--- config.mk ---
export PLATFORM = sky130hd
export DESIGN_NAME = lcdc_cmd_ctrl
export DESIGN_NICKNAME = d
export VERILOG_FILES = /design/src/rtl/lcdc_pkg.sv /design/src/rtl/lcdc_cmd_decode.sv /design/src/rtl/lcdc_ac_step.sv /design/src/rtl/lcdc_cmd_ctrl.sv
export SDC_FILE = /design/constraint.sdc
export NUM_CORES = 1
export LEC_CHECK = 0
export ABC_AREA = 1
export ABC_CLOCK_PERIOD_IN_PS = 1350
export BUFFER_PORTS_ARGS = -buffer_cell sky130_fd_sc_hd__buf_2
export CAP_MARGIN = 10
export CORE_MARGIN = 2
export CORE_UTILIZATION = 35
export DETAILED_ROUTE_END_ITERATION = 10
export SYNTH_ARGS = -nofsm -noshare
export SYNTH_HDL_FRONTEND = slang
export SYNTH_SLANG_ARGS = --single-unit
--- constraint.sdc ---
create_clock -name clk -period 1.35 [get_ports clk]
set_clock_uncertainty 0.1 [all_clocks]
set_input_delay 0.2025 -clock clk [delete_from_list [all_inputs] [get_ports clk]]
set_output_delay 0.2025 -clock clk [all_outputs]
set_load 0.01 [all_outputs]
--- src/rtl/lcdc_pkg.sv ---
package lcdc_pkg;

    localparam int BYTE_W   = 8;
    localparam int AC_W     = 7;
    localparam int NARROW_W = 5;
    localparam int ANN_W    = 4;
    localparam int CTR_W    = 4;
    localparam int SCR_W    = 4;
    localparam int PWR_W    = 3;

    typedef enum logic [1:0] {
        TGT_DD  = 2'd0,
        TGT_CG  = 2'd1,
        TGT_SEG = 2'd2,
        TGT_ANN = 2'd3
    } tgt_e;

    typedef enum logic [3:0] {
        OP_NOP,
        OP_CLEAR,
        OP_HOME,
        OP_PWR,
        OP_CTR,
        OP_SCR,
        OP_SET_ANN,
        OP_SET_SEG,
        OP_SET_CG,
        OP_SET_DD
    } op_e;

    typedef enum logic {
        MODE_RUN  = 1'b0,
        MODE_FILL = 1'b1
    } mode_e;

    typedef struct packed {
        op_e             op;
        logic [AC_W-1:0] arg;
    } cmd_t;

endpackage

--- src/rtl/lcdc_cmd_decode.sv ---
module lcdc_cmd_decode
    import lcdc_pkg::*;
(
    input  logic [BYTE_W-1:0] byte_i,
    output cmd_t              cmd_o
);

    always_comb begin
        cmd_o.op  = OP_NOP;
        cmd_o.arg = '0;
        casez (byte_i)
            8'b1???_????: begin
                cmd_o.op  = OP_SET_DD;
                cmd_o.arg = byte_i[AC_W-1:0];
            end
            8'b011?_????: begin
                cmd_o.op  = OP_SET_CG;
                cmd_o.arg = AC_W'(byte_i[NARROW_W-1:0]);
            end
            8'b010?_????: begin
                cmd_o.op  = OP_SET_SEG;
                cmd_o.arg = AC_W'(byte_i[NARROW_W-1:0]);
            end
            8'b0011_????: begin
                cmd_o.op  = OP_SET_ANN;
                cmd_o.arg = AC_W'(byte_i[ANN_W-1:0]);
            end
            8'b0010_????: begin
                cmd_o.op  = OP_SCR;
                cmd_o.arg = AC_W'(byte_i[SCR_W-1:0]);
            end
            8'b0001_????: begin
                cmd_o.op  = OP_CTR;
                cmd_o.arg = AC_W'(byte_i[CTR_W-1:0]);
            end
            8'b0000_1???: begin
                cmd_o.op  = OP_PWR;
                cmd_o.arg = AC_W'(byte_i[PWR_W-1:0]);
            end
            8'b0000_001?: cmd_o.op = OP_HOME;
            8'b0000_0001: cmd_o.op = OP_CLEAR;
            default:      cmd_o.op = OP_NOP;
        endcase
    end

endmodule

--- src/rtl/lcdc_ac_step.sv ---
module lcdc_ac_step
    import lcdc_pkg::*;
#(
    parameter int DD_LAST = 75
) (
    input  tgt_e            tgt_i,
    input  logic [AC_W-1:0] ac_i,
    output logic [AC_W-1:0] ac_next_o
);

    localparam int AC_MAX = (1 << AC_W) - 1;

    logic [AC_W-1:0] dd_next;

    // Character-memory step: a full-range memory needs no end compare.
    generate
        if (DD_LAST >= AC_MAX) begin : g_dd_full
            assign dd_next = ac_i + AC_W'(1);
        end else begin : g_dd_short
            assign dd_next = (ac_i == AC_W'(DD_LAST)) ? '0 : ac_i + AC_W'(1);
        end
    endgenerate

    logic [NARROW_W-1:0] narrow_next;
    logic [ANN_W-1:0]    ann_next;

    assign narrow_next = ac_i[NARROW_W-1:0] + NARROW_W'(1);
    assign ann_next    = ac_i[ANN_W-1:0] + ANN_W'(1);

    always_comb begin
        unique case (tgt_i)
            TGT_DD:         ac_next_o = dd_next;
            TGT_CG, TGT_SEG: ac_next_o = AC_W'(narrow_next);
            default:        ac_next_o = AC_W'(ann_next);
        endcase
    end

endmodule

--- src/rtl/lcdc_cmd_ctrl.sv ---
module lcdc_cmd_ctrl
    import lcdc_pkg::*;
#(
    parameter int                DD_LAST   = 75,
    parameter logic [BYTE_W-1:0] FILL_CHAR = 8'h20
) (
    input  logic              clk,
    input  logic              rst_n,
    input  logic              host_we_i,
    input  logic              host_rs_i,
    input  logic [BYTE_W-1:0] host_wdata_i,
    output logic [BYTE_W-1:0] status_o,
    output logic              mem_we_o,
    output logic [1:0]        mem_tgt_o,
    output logic [AC_W-1:0]   mem_addr_o,
    output logic [BYTE_W-1:0] mem_wdata_o,
    output logic [CTR_W-1:0]  contrast_o,
    output logic [SCR_W-1:0]  scroll_o,
    output logic [PWR_W-1:0]  power_o
);

    localparam logic [AC_W-1:0] FILL_END = AC_W'(DD_LAST);

    typedef struct packed {
        mode_e             mode;
        tgt_e              tgt;
        logic [AC_W-1:0]   ac;
        logic [AC_W-1:0]   fill;
        logic              mem_we;
        tgt_e              mem_tgt;
        logic [AC_W-1:0]   mem_addr;
        logic [BYTE_W-1:0] mem_wdata;
        logic [CTR_W-1:0]  ctr;
        logic [SCR_W-1:0]  scr;
        logic [PWR_W-1:0]  pwr;
    } state_t;

    state_t q, d;

    cmd_t            cmd;
    logic [AC_W-1:0] ac_next;
    logic            accept;

    lcdc_cmd_decode u_decode (
        .byte_i (host_wdata_i),
        .cmd_o  (cmd)
    );

    lcdc_ac_step #(
        .DD_LAST (DD_LAST)
    ) u_step (
        .tgt_i     (q.tgt),
        .ac_i      (q.ac),
        .ac_next_o (ac_next)
    );

    assign accept = (q.mode == MODE_RUN) && host_we_i;

    always_comb begin
        d        = q;
        d.mem_we = 1'b0;
        if (q.mode == MODE_FILL) begin
            d.mem_we    = 1'b1;
            d.mem_tgt   = TGT_DD;
            d.mem_addr  = q.fill;
            d.mem_wdata = FILL_CHAR;
            if (q.fill == FILL_END) begin
                d.mode = MODE_RUN;
                d.fill = '0;
                d.ac   = '0;
                d.tgt  = TGT_DD;
            end else begin
                d.fill = q.fill + AC_W'(1);
            end
        end else if (accept && host_rs_i) begin
            d.mem_we   = 1'b1;
            d.mem_tgt  = q.tgt;
            d.mem_addr = q.ac;
            if (q.tgt == TGT_CG || q.tgt == TGT_SEG) begin
                d.mem_wdata = BYTE_W'(host_wdata_i[NARROW_W-1:0]);
            end else begin
                d.mem_wdata = host_wdata_i;
            end
            d.ac = ac_next;
        end else if (accept) begin
            case (cmd.op)
                OP_SET_DD:  begin d.ac = cmd.arg; d.tgt = TGT_DD;  end
                OP_SET_CG:  begin d.ac = cmd.arg; d.tgt = TGT_CG;  end
                OP_SET_SEG: begin d.ac = cmd.arg; d.tgt = TGT_SEG; end
                OP_SET_ANN: begin d.ac = cmd.arg; d.tgt = TGT_ANN; end
                OP_HOME:    begin d.ac = '0;      d.tgt = TGT_DD;  end
                OP_CLEAR: begin
                    d.mode = MODE_FILL;
                    d.fill = '0;
                    d.ac   = '0;
                    d.tgt  = TGT_DD;
                end
                OP_CTR:  d.ctr = cmd.arg[CTR_W-1:0];
                OP_SCR:  d.scr = cmd.arg[SCR_W-1:0];
                OP_PWR:  d.pwr = cmd.arg[PWR_W-1:0];
                default: ;
            endcase
        end
    end

    always_ff @(posedge clk or negedge rst_n) begin
        if (!rst_n) begin
            q <= '{mode: MODE_RUN, tgt: TGT_DD, mem_tgt: TGT_DD, default: '0};
        end else begin
            q <= d;
        end
    end

    assign status_o    = {(q.mode == MODE_FILL) || !rst_n, q.ac};
    assign mem_we_o    = q.mem_we;
    assign mem_tgt_o   = q.mem_tgt;
    assign mem_addr_o  = q.mem_addr;
    assign mem_wdata_o = q.mem_wdata;
    assign contrast_o  = q.ctr;
    assign scroll_o    = q.scr;
    assign power_o     = q.pwr;

    // a character-address instruction shows up in the status byte
    p_dd_set_r2: assert property (@(posedge clk) disable iff (!rst_n)
        (q.mode == MODE_RUN && host_we_i && !host_rs_i && host_wdata_i[7])
        |=> (status_o[AC_W-1:0] == $past(host_wdata_i[AC_W-1:0]) && q.tgt == TGT_DD));

    // an accepted data byte strobes memory at the old counter and target
    p_wr_addr_r4: assert property (@(posedge clk) disable iff (!rst_n)
        (q.mode == MODE_RUN && host_we_i && host_rs_i)
        |=> (mem_we_o && mem_addr_o == $past(q.ac) && mem_tgt_o == $past(q.tgt)));

    // narrow memories never receive upper bits
    p_narrow_r4: assert property (@(posedge clk) disable iff (!rst_n)
        (mem_we_o && (mem_tgt_o == TGT_CG || mem_tgt_o == TGT_SEG))
        |-> (mem_wdata_o[BYTE_W-1:NARROW_W] == '0));

    // every fill cycle writes the space code into the character memory
    p_fill_char_r7: assert property (@(posedge clk) disable iff (!rst_n)
        (q.mode == MODE_FILL)
        |=> (mem_we_o && mem_tgt_o == TGT_DD && mem_wdata_o == FILL_CHAR));

    // the counter is at 0 on character memory when the fill ends
    p_fill_end_r7: assert property (@(posedge clk) disable iff (!rst_n)
        $fell(q.mode == MODE_FILL) |-> (status_o[AC_W-1:0] == '0 && q.tgt == TGT_DD));

    // host writes during the fill leave the latched fields alone
    p_busy_drop_r8: assert property (@(posedge clk) disable iff (!rst_n)
        (q.mode == MODE_FILL && host_we_i)
        |=> ($stable(contrast_o) && $stable(scroll_o) && $stable(power_o)));

endmodule

==> key figures, run 1 <==
Final layout
  • Util after Layout: 0.508
  • Area Overhead vs Synth: 43.2%
  • Nets: 445
  • Commonest non-fill, non-tap cell in the layout: nand2_1
  • # diodes: 0
  • Most frequent cells in the layout: nand2_1, buf_4, dfrtp_1, buf_2, inv_1
  • Share of layout cells above drive strength 1: 0.479

Run
  • Total of max-cap violations: 0

Timing
  • Fin. max-slew vios: 0
  • RSZ-0062 raised after global routing: yes
  • Achievable Freq: 671 MHz
  • Worst slew margin: 0.766
  • Final Cycle Share: 1.10
  • Worst slew pin tran: 348 ps
  • Sum Neg Setup Slack: -2520 ps
  • Setup violations, final: 43
  • Final Hold Viols: 0
  • Min Tclk post-route: 1490 ps
  • PnR worst setup slack: -140 ps

Pwr
  • PwrDens: 693 nW/µm²
  • Leakage dissipation: 1.92 nW
  • Net Sw Frac: 0.245
  • Clk pwr share: 0.398
  • P_int: 0.00202 W
  • Seq pwr share: 0.518
  • Peak VDD IR: 0.353 mV
  • Combinational Power Share: 0.084
  • Sw Pwr: 0.000656 W

Synthesis
  • EDFF count, synth: 0
  • Combinational family with the most area after synthesis: simple AND/OR/NAND/NOR gates
  • Compound-Gate Fraction of Synth Area: 0.114
  • Sequential share of the synthesized area: 0.426
  • Netlist cell types: 32
  • Fraction of registers with async set/reset: 1.00
  • Gate Count Post-Synth: 338
  • Synth Area in XOR/XNOR: 0.0130
  • Syn_area_per_cell: 7.99 µm²
  • Synth Warn #: 0
  • Synth Area in Simple Gates: 0.264
  • Post-synth top flop: dfrtp_1
  • Synth area leader: dfrtp_1
  • Yosys reg bits: 46
  • Syn_nets: 354
  • Largest cells by area after synthesis: dfrtp_1, nand2_1, buf_4
  • Top cell type's share of synthesized area: 0.426
  • Proportion of synthesized area in mux cells: 0
  • Adder-Cell Fraction of Synth Area: 0.0185
  • Synthesized area: 2700 µm²

Clock tree
  • # H-tree levels: 2
  • Root buffer cell: clkbuf_8
  • Clock Latency Late Sink: 310 ps
  • CTS tree: yes
  • Clock Path Buffers: 2
  • Num CTS Buffers: 5
  • Clk slew on worst S/H paths: 90 ps
  • Clk sinks: 46

Drt
  • Drt wl/cell: 14.8 µm
  • Vias per inst: 4.72
  • # DRC: 0
  • Antenna-violating nets left: 0
  • Detailed Route Iter0 Violations: 126
  • Pre-antenna DRT Iters: 4
  • Via count: 2,509
  • Detailed Route WL: 7.85 mm

Worst setup path
  • Crit path kind: flip-flop to flip-flop
  • Critical path startpoint category: flip-flop
  • Req. time, crit path: 1450 ps
  • CP Data Arrival Time: 1590 ps
  • Critical Path End Type: flip-flop
  • Crit Path Max Fanout: 6

Floorplanning
  • Die area: 8440 µm²
  • Core Box Area: 7610 µm²
  • I/O pin count: 49
  • Cell Rows: 32
  • Horiz. Die Dim: 91.9 µm
  • Die Y-Extent: 91.9 µm
  • Starting Density: 0.355

Placed design
  • Detailed Place HPWL: 5.48 mm
  • Port bufs: 48
  • GPL Wtd Cong: 0.830

Outcome
  • Status: finished with violations
  • Failing checks: setup timing

Global route
  • Vias in the first global route: 2,459
  • GRT Util Overall: 0.187
  • Initial antenna violation count: 0
  • Total gr overflow: 0
  • First-pass GRT wire length: 12.3 mm
  • Largest net degree at the start of global routing: 47

Hold path
  • Worst Hold Class: primary input to flip-flop
## flip-flops by register name, indices dropped and copies added (netlist names)
name         flops
mem_we_o         1
scroll_o         4
power_o          3
q               10
mem_tgt_o        2
mem_addr_o       7
status_o         7
contrast_o       4
mem_wdata_o      8
## worst max-delay path, stage by stage, from the launching register on
cell,delay [ps]
dfrtp_1,410
buf_12,150
nor2_8,130
nand2_8,100
nand2_4,80
nor2_4,40
nand3_4,110
nand3_4,120
nand2_2,80
nand3_2,50
## cell families (layout without fill, tap and decap cells)
kind of cell / after synthesis / count (layout)
adders and majority gates: 4 / 4
xor gates and xnor gates: 4 / 4
DFF: 46 / 46
buffers and inverters: 78 / 169
and+or+nand+nor: 153 / 154
AOI/OAI and AO/OA: 53 / 53
## what timing repair did
action	CTS	global route
resized for setup	57	48
hold endpoints to repair	46	0
hold buffers	1	0
gates cloned	2	0
setup buffers	10	3
pin swaps	9	8
endpoints found under the setup margin	40	47
## metal layers
layer	track usage	share of wire	up-vias
met4	0.0522	0.018	0
met1	0.244	0.45	1204
met5	0	0	-
li1	-	-	1235
met3	0.0353	0.042	10
met2	0.318	0.49	60
## path summary, 6_finish.rpt
check | from | endpoint | slack [ps] | cells past startpoint
min | host_rs_i | q[45] | 100 | 2
min reg2reg | mem_wdata_o[6] | mem_wdata_o[6] | 400 | 2
max in group asynchronous | rst_n | status_o[1] | 540 | 3
max reg2reg | q[45] | status_o[6] | -140 | 9
max | q[45] | status_o[6] | -140 | 9
min in group asynchronous | rst_n | mem_addr_o[5] | 370 | 3
## stage by stage
step                hold slack, ps  cell area (µm²)  cells  setup slack, ps  power, W
global route                   128             3870    532             -211   0.00277
finish                         103             3870    532             -140   0.00268
detailed placement             146             3280    509             -143   0.00162
CTS                            113             3660    529             -130   0.00268
floorplan                     -193             2720    338            -33.0   0.00148
global placement               149             3280    509             -109   0.00162
## Yosys cell counts (all sizes together) (2+ instances only)
| library cell | count |
|---|---|
| nand2 | 96 |
| dfrtp | 46 |
| buf | 39 |
| inv | 38 |
| o21ai | 38 |
| nor2 | 28 |
| nand3 | 20 |
| nor3 | 7 |
| a21oi | 4 |
| ha | 4 |
| o211ai | 4 |
| o221ai | 4 |
| nand4 | 2 |
| xnor2 | 2 |
| xor2 | 2 |
## area by class of cell
class | count | area [µm²]
fillers | 737 | 3740
well taps | 102 | 128
clock inverters | 3 | 45.0
inverters | 38 | 165
clock buffers | 5 | 68.8
repair buffers | 123 | 911
flip-flops and latches | 46 | 1150
multi-input cells | 215 | 1400
## power groups by stage
stage,registers [W],clock network [W],logic [W]
after CTS,0.00139,0.00108,0.000217
after floorplan,0.00141,0,0.0000671
final,0.00139,0.00107,0.000226
after global routing,0.00139,0.00113,0.000250
after detailed placement,0.00141,0,0.000209
after global placement,0.00141,0,0.000207
No activity file was read; power rests on OpenSTA's default activity.
==> inputs of run 2 (changes only) <==
- SETUP_SLACK_MARGIN: default -> 0.05
==> key figures, run 2 (synthesized netlist as in run 1, its figures left out) <==
Outcome
  • Status: finished with violations (unchanged)
  • Failing checks: setup timing (unchanged)

Pwr
  • Clk pwr share: 0.400 (was 0.398)
  • Seq pwr share: 0.521 (was 0.518)
  • Combinational Power Share: 0.079 (was 0.084)
  • PwrDens: 670 nW/µm² (was 693 nW/µm²)
  • Net Sw Frac: 0.229 (was 0.245)
  • Leakage dissipation: 1.93 nW (was 1.92 nW)
  • P_int: 0.00205 W (was 0.00202 W)
  • Pwr Total: 0.00266 W (was 0.00268 W)
  • Sw Pwr: 0.000610 W (was 0.000656 W)
  • Peak VDD IR: 0.416 mV (was 0.353 mV)

Drt
  • Antenna-violating nets left: 0 (unchanged)
  • # DRC: 0 (unchanged)
  • Pre-antenna DRT Iters: 4 (unchanged)
  • Drt wl/cell: 14.4 µm (was 14.8 µm)
  • Via count: 2,570 (was 2,509)
  • Detailed Route Iter0 Violations: 147 (was 126)
  • Detailed Route WL: 7.80 mm (was 7.85 mm)
  • Vias per inst: 4.73 (was 4.72)

Placed design
  • Port bufs: 48 (unchanged)
  • Worst slack, placed: -147 ps (was -143 ps)
  • Detailed Place HPWL: 5.31 mm (was 5.48 mm)
  • GPL Wtd Cong: 0.916 (was 0.830)
  • Placement Cell Area: 3320 µm² (was 3280 µm²)

Run
  • Total of max-cap violations: 0 (unchanged)

Global route
  • Vias in the first global route: 2,501 (was 2,459)
  • Largest net degree at the start of global routing: 34 (was 47)
  • Initial antenna violation count: 0 (unchanged)
  • Total gr overflow: 0 (unchanged)
  • GRT Util Overall: 0.189 (was 0.187)
  • First-pass GRT wire length: 12.5 mm (was 12.3 mm)

Timing
  • Achievable Freq: 650 MHz (was 671 MHz)
  • Fin. max-slew vios: 0 (unchanged)
  • RSZ-0062 raised after global routing: yes (unchanged)
  • Min Tclk post-route: 1540 ps (was 1490 ps)
  • Sum Neg Setup Slack: -4190 ps (was -2520 ps)
  • PnR worst setup slack: -188 ps (was -140 ps)
  • Worst slew margin: 0.710 (was 0.766)
  • Final Cycle Share: 1.14 (was 1.10)
  • Setup violations, final: 45 (was 43)
  • Final Hold Viols: 0 (unchanged)
  • Worst slew pin tran: 434 ps (was 348 ps)

Worst setup path
  • Req. time, crit path: 1440 ps (was 1450 ps)
  • Critical path startpoint category: flip-flop (unchanged)
  • Crit path kind: flip-flop to flip-flop (unchanged)
  • Crit Path Max Fanout: 5 (was 6)
  • CP Data Arrival Time: 1630 ps (was 1590 ps)
  • Critical Path End Type: flip-flop (unchanged)

Floorplanning
  • Core Box Area: 7610 µm² (unchanged)
  • Starting Density: 0.355 (unchanged)
  • Cell Rows: 32 (unchanged)
  • Die area: 8440 µm² (unchanged)
  • Die Y-Extent: 91.9 µm (unchanged)
  • Horiz. Die Dim: 91.9 µm (unchanged)
  • I/O pin count: 49 (unchanged)

Final layout
  • Nets: 457 (was 445)
  • # diodes: 0 (unchanged)
  • Final instance area: 3980 µm² (was 3870 µm²)
  • Number of flip-flops in the largest register: 10 (unchanged)
  • Share of layout cells above drive strength 1: 0.469 (was 0.479)
  • Most frequent cells in the layout: nand2_1, buf_4, dfrtp_1 (was nand2_1, buf_4, dfrtp_1, buf_2, inv_1)
  • Util after Layout: 0.523 (was 0.508)
  • Commonest non-fill, non-tap cell in the layout: nand2_1 (unchanged)
  • Largest Register: q (unchanged)
  • Area Overhead vs Synth: 47.2% (was 43.2%)

Clock tree
  • Num CTS Buffers: 5 (unchanged)
  • # H-tree levels: 2 (unchanged)
  • Clk slew on worst S/H paths: 90 ps (about the same)
  • CTS tree: yes (unchanged)
  • Root buffer cell: clkbuf_8 (unchanged)
  • Clk sinks: 46 (unchanged)
  • Clock Path Buffers: 2 (unchanged)
  • Clock Latency Late Sink: 300 ps (was 310 ps)

Hold path
  • Worst Hold Class: primary input to flip-flop (unchanged)
[run 2: cell count changes in the layout (fill, tap and decap cells not counted), moves of 3 or more]
cell	previous run	this run
buf_2	46	43
buf_4	61	66
buf_6	10	20
nand2_1	66	73
nand2_2	20	17
nand2_4	9	4
nand3_2	5	2
o21ai_0	11	14
[run 2: power by group through the flow]
stage,Clock [W],Sequential (W),Combinational [W]
floorplan,0,0.00141,0.0000692
global placement,0,0.00141,0.000195
detailed placement,0,0.00141,0.000198
CTS,0.00109,0.00139,0.000204
global route,0.00114,0.00139,0.000236
finish,0.00107,0.00139,0.000211
[run 2: critical path, cell delays in order, from the launching register on]
cell     delay (ps)
dfrtp_1         380
buf_12          150
inv_12           40
buf_12          130
nand2_8          50
nand2_4          50
a21oi_4         190
buf_4           160
buf_6           100
o22ai_1          70
[run 2: final cells by class]
class	instances	area (µm²)
clock buffer	6	82.6
timing repair buffer	134	1020
tap	102	128
sequential	46	1150
multi-input combinational	216	1390
inverter	38	170
clock inverter	1	30.0
fill	733	3630
[run 2: metrics by stage]
step | hold slack [ps] | std cells
2_1_floorplan | -193 | 338
3_3_place_gp | 131 | 513
3_5_place_dp | 125 | 513
4_1_cts | 70.5 | 533
5_1_grt | 77.7 | 543
6_report | 75.8 | 543
[run 2: path summary, 6_finish.rpt]
path / start / end / slack [ps] / cells after the start
worst max-delay path: q[45] / q[34] / -190 / 9
worst min-delay path: host_wdata_i[0] / mem_wdata_o[0] / 80 / 3
worst max register to register: q[45] / q[34] / -190 / 9
worst min register to register: contrast_o[2] / contrast_o[2] / 390 / 2
max in group asynchronous: rst_n / status_o[2] / 300 / 3
min in group asynchronous: rst_n / q[32] / 420 / 3
[run 2: what timing repair did]
action | 4_1_cts | 5_1_grt
pin swaps | 9 | 9
setup endpoints to repair | 48 | 51
cloned | 2 | 0
hold buffers | 1 | 0
endpoints found under the hold margin | 46 | 0
buffers inserted | 11 | 13
resized for setup | 49 | 41
[run 2: routing by layer]
layer | track usage | up-vias | part of all wire
li1 | - | 1263 | -
met1 | 0.253 | 1226 | 0.45
met2 | 0.308 | 69 | 0.48
met3 | 0.0370 | 12 | 0.042
met4 | 0.0572 | 0 | 0.020
met5 | 0 | - | 0
==> inputs of run 3 (changes only) <==
- CORE_UTILIZATION: 35 -> 40
- CTS_BUF_LIST: default -> sky130_fd_sc_hd__clkbuf_8 sky130_fd_sc_hd__clkbuf_16
==> key figures, run 3 (synthesized netlist as in run 1, its figures left out) <==
Pwr
  • Peak VDD IR: 0.349 mV (was 0.416 mV)
  • PwrDens: 640 nW/µm² (was 670 nW/µm²)
  • Pwr Total: 0.00250 W (was 0.00266 W)
  • Leakage dissipation: 1.95 nW (was 1.93 nW)

Drt
  • Met3 wire length: 364 µm (was 329 µm)
  • Detailed Route Iter0 Violations: 109 (was 147)
  • Detailed Route WL: 7.52 mm (was 7.80 mm)
  • Highest routed layer: met4 (unchanged)
  • Met2 WL: 3.59 mm (was 3.77 mm)
  • Vias per inst: 4.95 (was 4.73)
  • Drt wl/cell: 14.7 µm (was 14.4 µm)
  • Met1 WL: 3.41 mm (was 3.55 mm)
  • Via count: 2,536 (was 2,570)
  • # DRC: 0 (unchanged)
  • Pre-antenna DRT Iters: 4 (unchanged)
  • Antenna-violating nets left: 0 (unchanged)

Floorplanning
  • Horiz. Die Dim: 86.2 µm (was 91.9 µm)
  • Starting Density: 0.418 (was 0.355)
  • Core Box Area: 6460 µm² (was 7610 µm²)
  • Cell Rows: 29 (was 32)
  • Die area: 7430 µm² (was 8440 µm²)
  • Die Y-Extent: 86.2 µm (was 91.9 µm)
  • I/O pin count: 49 (unchanged)

Clock tree
  • # H-tree levels: 2 (unchanged)
  • Clk sinks: 46 (unchanged)
  • Clk slew on worst S/H paths: 90 ps (about the same)
  • Root buffer cell: clkbuf_8 (unchanged)
  • Num CTS Buffers: 5 (unchanged)
  • CTS tree: yes (unchanged)
  • Clock Path Buffers: 2 (unchanged)
  • Clock Latency Late Sink: 310 ps (was 300 ps)

Placed design
  • GPL Wtd Cong: 0.827 (was 0.916)
  • Detailed Place HPWL: 5.22 mm (was 5.31 mm)
  • Placed instance count: 476 (was 513)
  • Port bufs: 48 (unchanged)

Global route
  • GRT Util Overall: 0.206 (was 0.189)
  • Initial antenna violation count: 0 (unchanged)
  • Total gr overflow: 0 (unchanged)
  • First-pass GRT wire length: 11.8 mm (was 12.5 mm)
  • Vias in the first global route: 2,407 (was 2,501)
  • Largest net degree at the start of global routing: 47 (was 34)

Worst setup path
  • Critical path startpoint category: flip-flop (unchanged)
  • Req. time, crit path: 1450 ps (was 1440 ps)
  • CP top delay family: simple AND/OR/NAND/NOR gates (was buffers and inverters)
  • Critical Path, Cell by Cell: buf_6, nor2_8, nand2_8, nand2_4, nor2_4, nand3_4, nand3_4, nand2_2, nand2_1 (was buf_12, inv_12, buf_12, nand2_8, nand2_4, a21oi_4, buf_4, buf_6, o22ai_1)
  • Crit path kind: flip-flop to flip-flop (unchanged)
  • Origin of the critical flop-to-flop path: q[45] (unchanged)
  • Slowest stage cell, crit path: dfrtp_2 (was dfrtp_1)
  • CP Data Arrival Time: 1660 ps (was 1630 ps)
  • Crit Path Max Fanout: 7 (was 5)
  • Worst Setup SP: q[45] (unchanged)
  • Critical path's largest stage delay: 440 ps (was 380 ps)
  • Worst path most repeated cell: nand3_4 (was buf_12)
  • Critical Path End Type: flip-flop (unchanged)
  • Worst path bufs/invs: 1 (was 5)

Timing
  • Sum Neg Setup Slack: -5550 ps (was -4190 ps)
  • RSZ-0062 raised after global routing: yes (unchanged)
  • Worst slew pin tran: 396 ps (was 434 ps)
  • Min Tclk post-route: 1550 ps (was 1540 ps)
  • Setup violations, final: 45 (unchanged)
  • Achievable Freq: 643 MHz (was 650 MHz)
  • Fin. max-slew vios: 0 (unchanged)
  • Worst slew margin: 0.734 (was 0.710)
  • PnR worst setup slack: -205 ps (was -188 ps)
  • Worst-case hold slack: 79.8 ps (was 75.8 ps)
  • Final Hold Viols: 0 (unchanged)
  • Final Cycle Share: 1.15 (was 1.14)

Final layout
  • Multi-input logic area: 1420 µm² (was 1390 µm²)
  • Commonest non-fill, non-tap cell in the layout: nand2_1 (unchanged)
  • Most frequent cells in the layout: nand2_1, buf_4, dfrtp_1 (unchanged)
  • Share of layout cells above drive strength 1: 0.501 (was 0.469)
  • # diodes: 0 (unchanged)
  • Sequential standard cell area: 1150 µm² (unchanged)
  • Number of flip-flops in the largest register: 10 (unchanged)
  • Area Overhead vs Synth: 44.6% (was 47.2%)
  • Final non-filler cell total: 512 (was 543)
  • Fillers: 558 (was 733)
  • Nets: 450 (was 457)
  • Largest Register: q (unchanged)

Outcome
  • Failing checks: setup timing (unchanged)
  • Status: finished with violations (unchanged)

Hold path
  • Worst Hold Class: primary input to flip-flop (unchanged)
  • Hold Path Origin: host_wdata_i[0] (unchanged)

Run
  • Total of max-cap violations: 0 (unchanged)
-- run 3: where the power goes --
group,internal (W),switching [W]
clock,0.000365,0.000522
sequential,0.00138,0.00000505
combinational,0.0000893,0.000136
-- run 3: area by class of cell --
type                       count  share of cell area
tap                           77              0.0247
sequential                    46               0.295
timing repair inverter         1             0.00160
clock inverter                 3             0.00545
multi-input combinational    216               0.364
clock buffer                   5              0.0176
inverter                      38              0.0423
timing repair buffer         126               0.250
-- run 3: worst paths after layout --
check / to / slack, ps / cells after the start
max: status_o[4] / -200 / 9
min: mem_wdata_o[0] / 80 / 3
max reg2reg: status_o[4] / -200 / 9
min reg2reg: mem_wdata_o[5] / 400 / 2
max in group asynchronous: q[45] / 470 / 3
min in group asynchronous: mem_wdata_o[6] / 460 / 3
-- run 3: layer usage --
layer  global-route usage  vias up
met2                0.347       66
met1                0.277     1210
met5                    0        -
met3               0.0333       12
li1                     -     1248
met4               0.0597        0
-- run 3: tightest hold or removal path, cell delays in order --
cell	delay (ps)
buf_2	110
inv_1	80
o21ai_2	60
-- run 3: what timing repair did --
item                                    CTS  global route
hold buffers                              1             0
gates resized for setup                  74            45
endpoints found under the setup margin   50            52
buffers inserted                          7            18
endpoints found under the hold margin    46             0
cloned                                    4             0
pin swaps                                15            24
-- run 3: metrics by stage --
stage               instance area [µm²]  utilization  setup slack, ps
floorplan                          2750            -            -32.5
global placement                   3210        0.497             -170
detailed placement                 3210        0.497             -190
CTS                                3620        0.560             -171
global route                       3910        0.605             -264
finish                             3910        0.605             -205
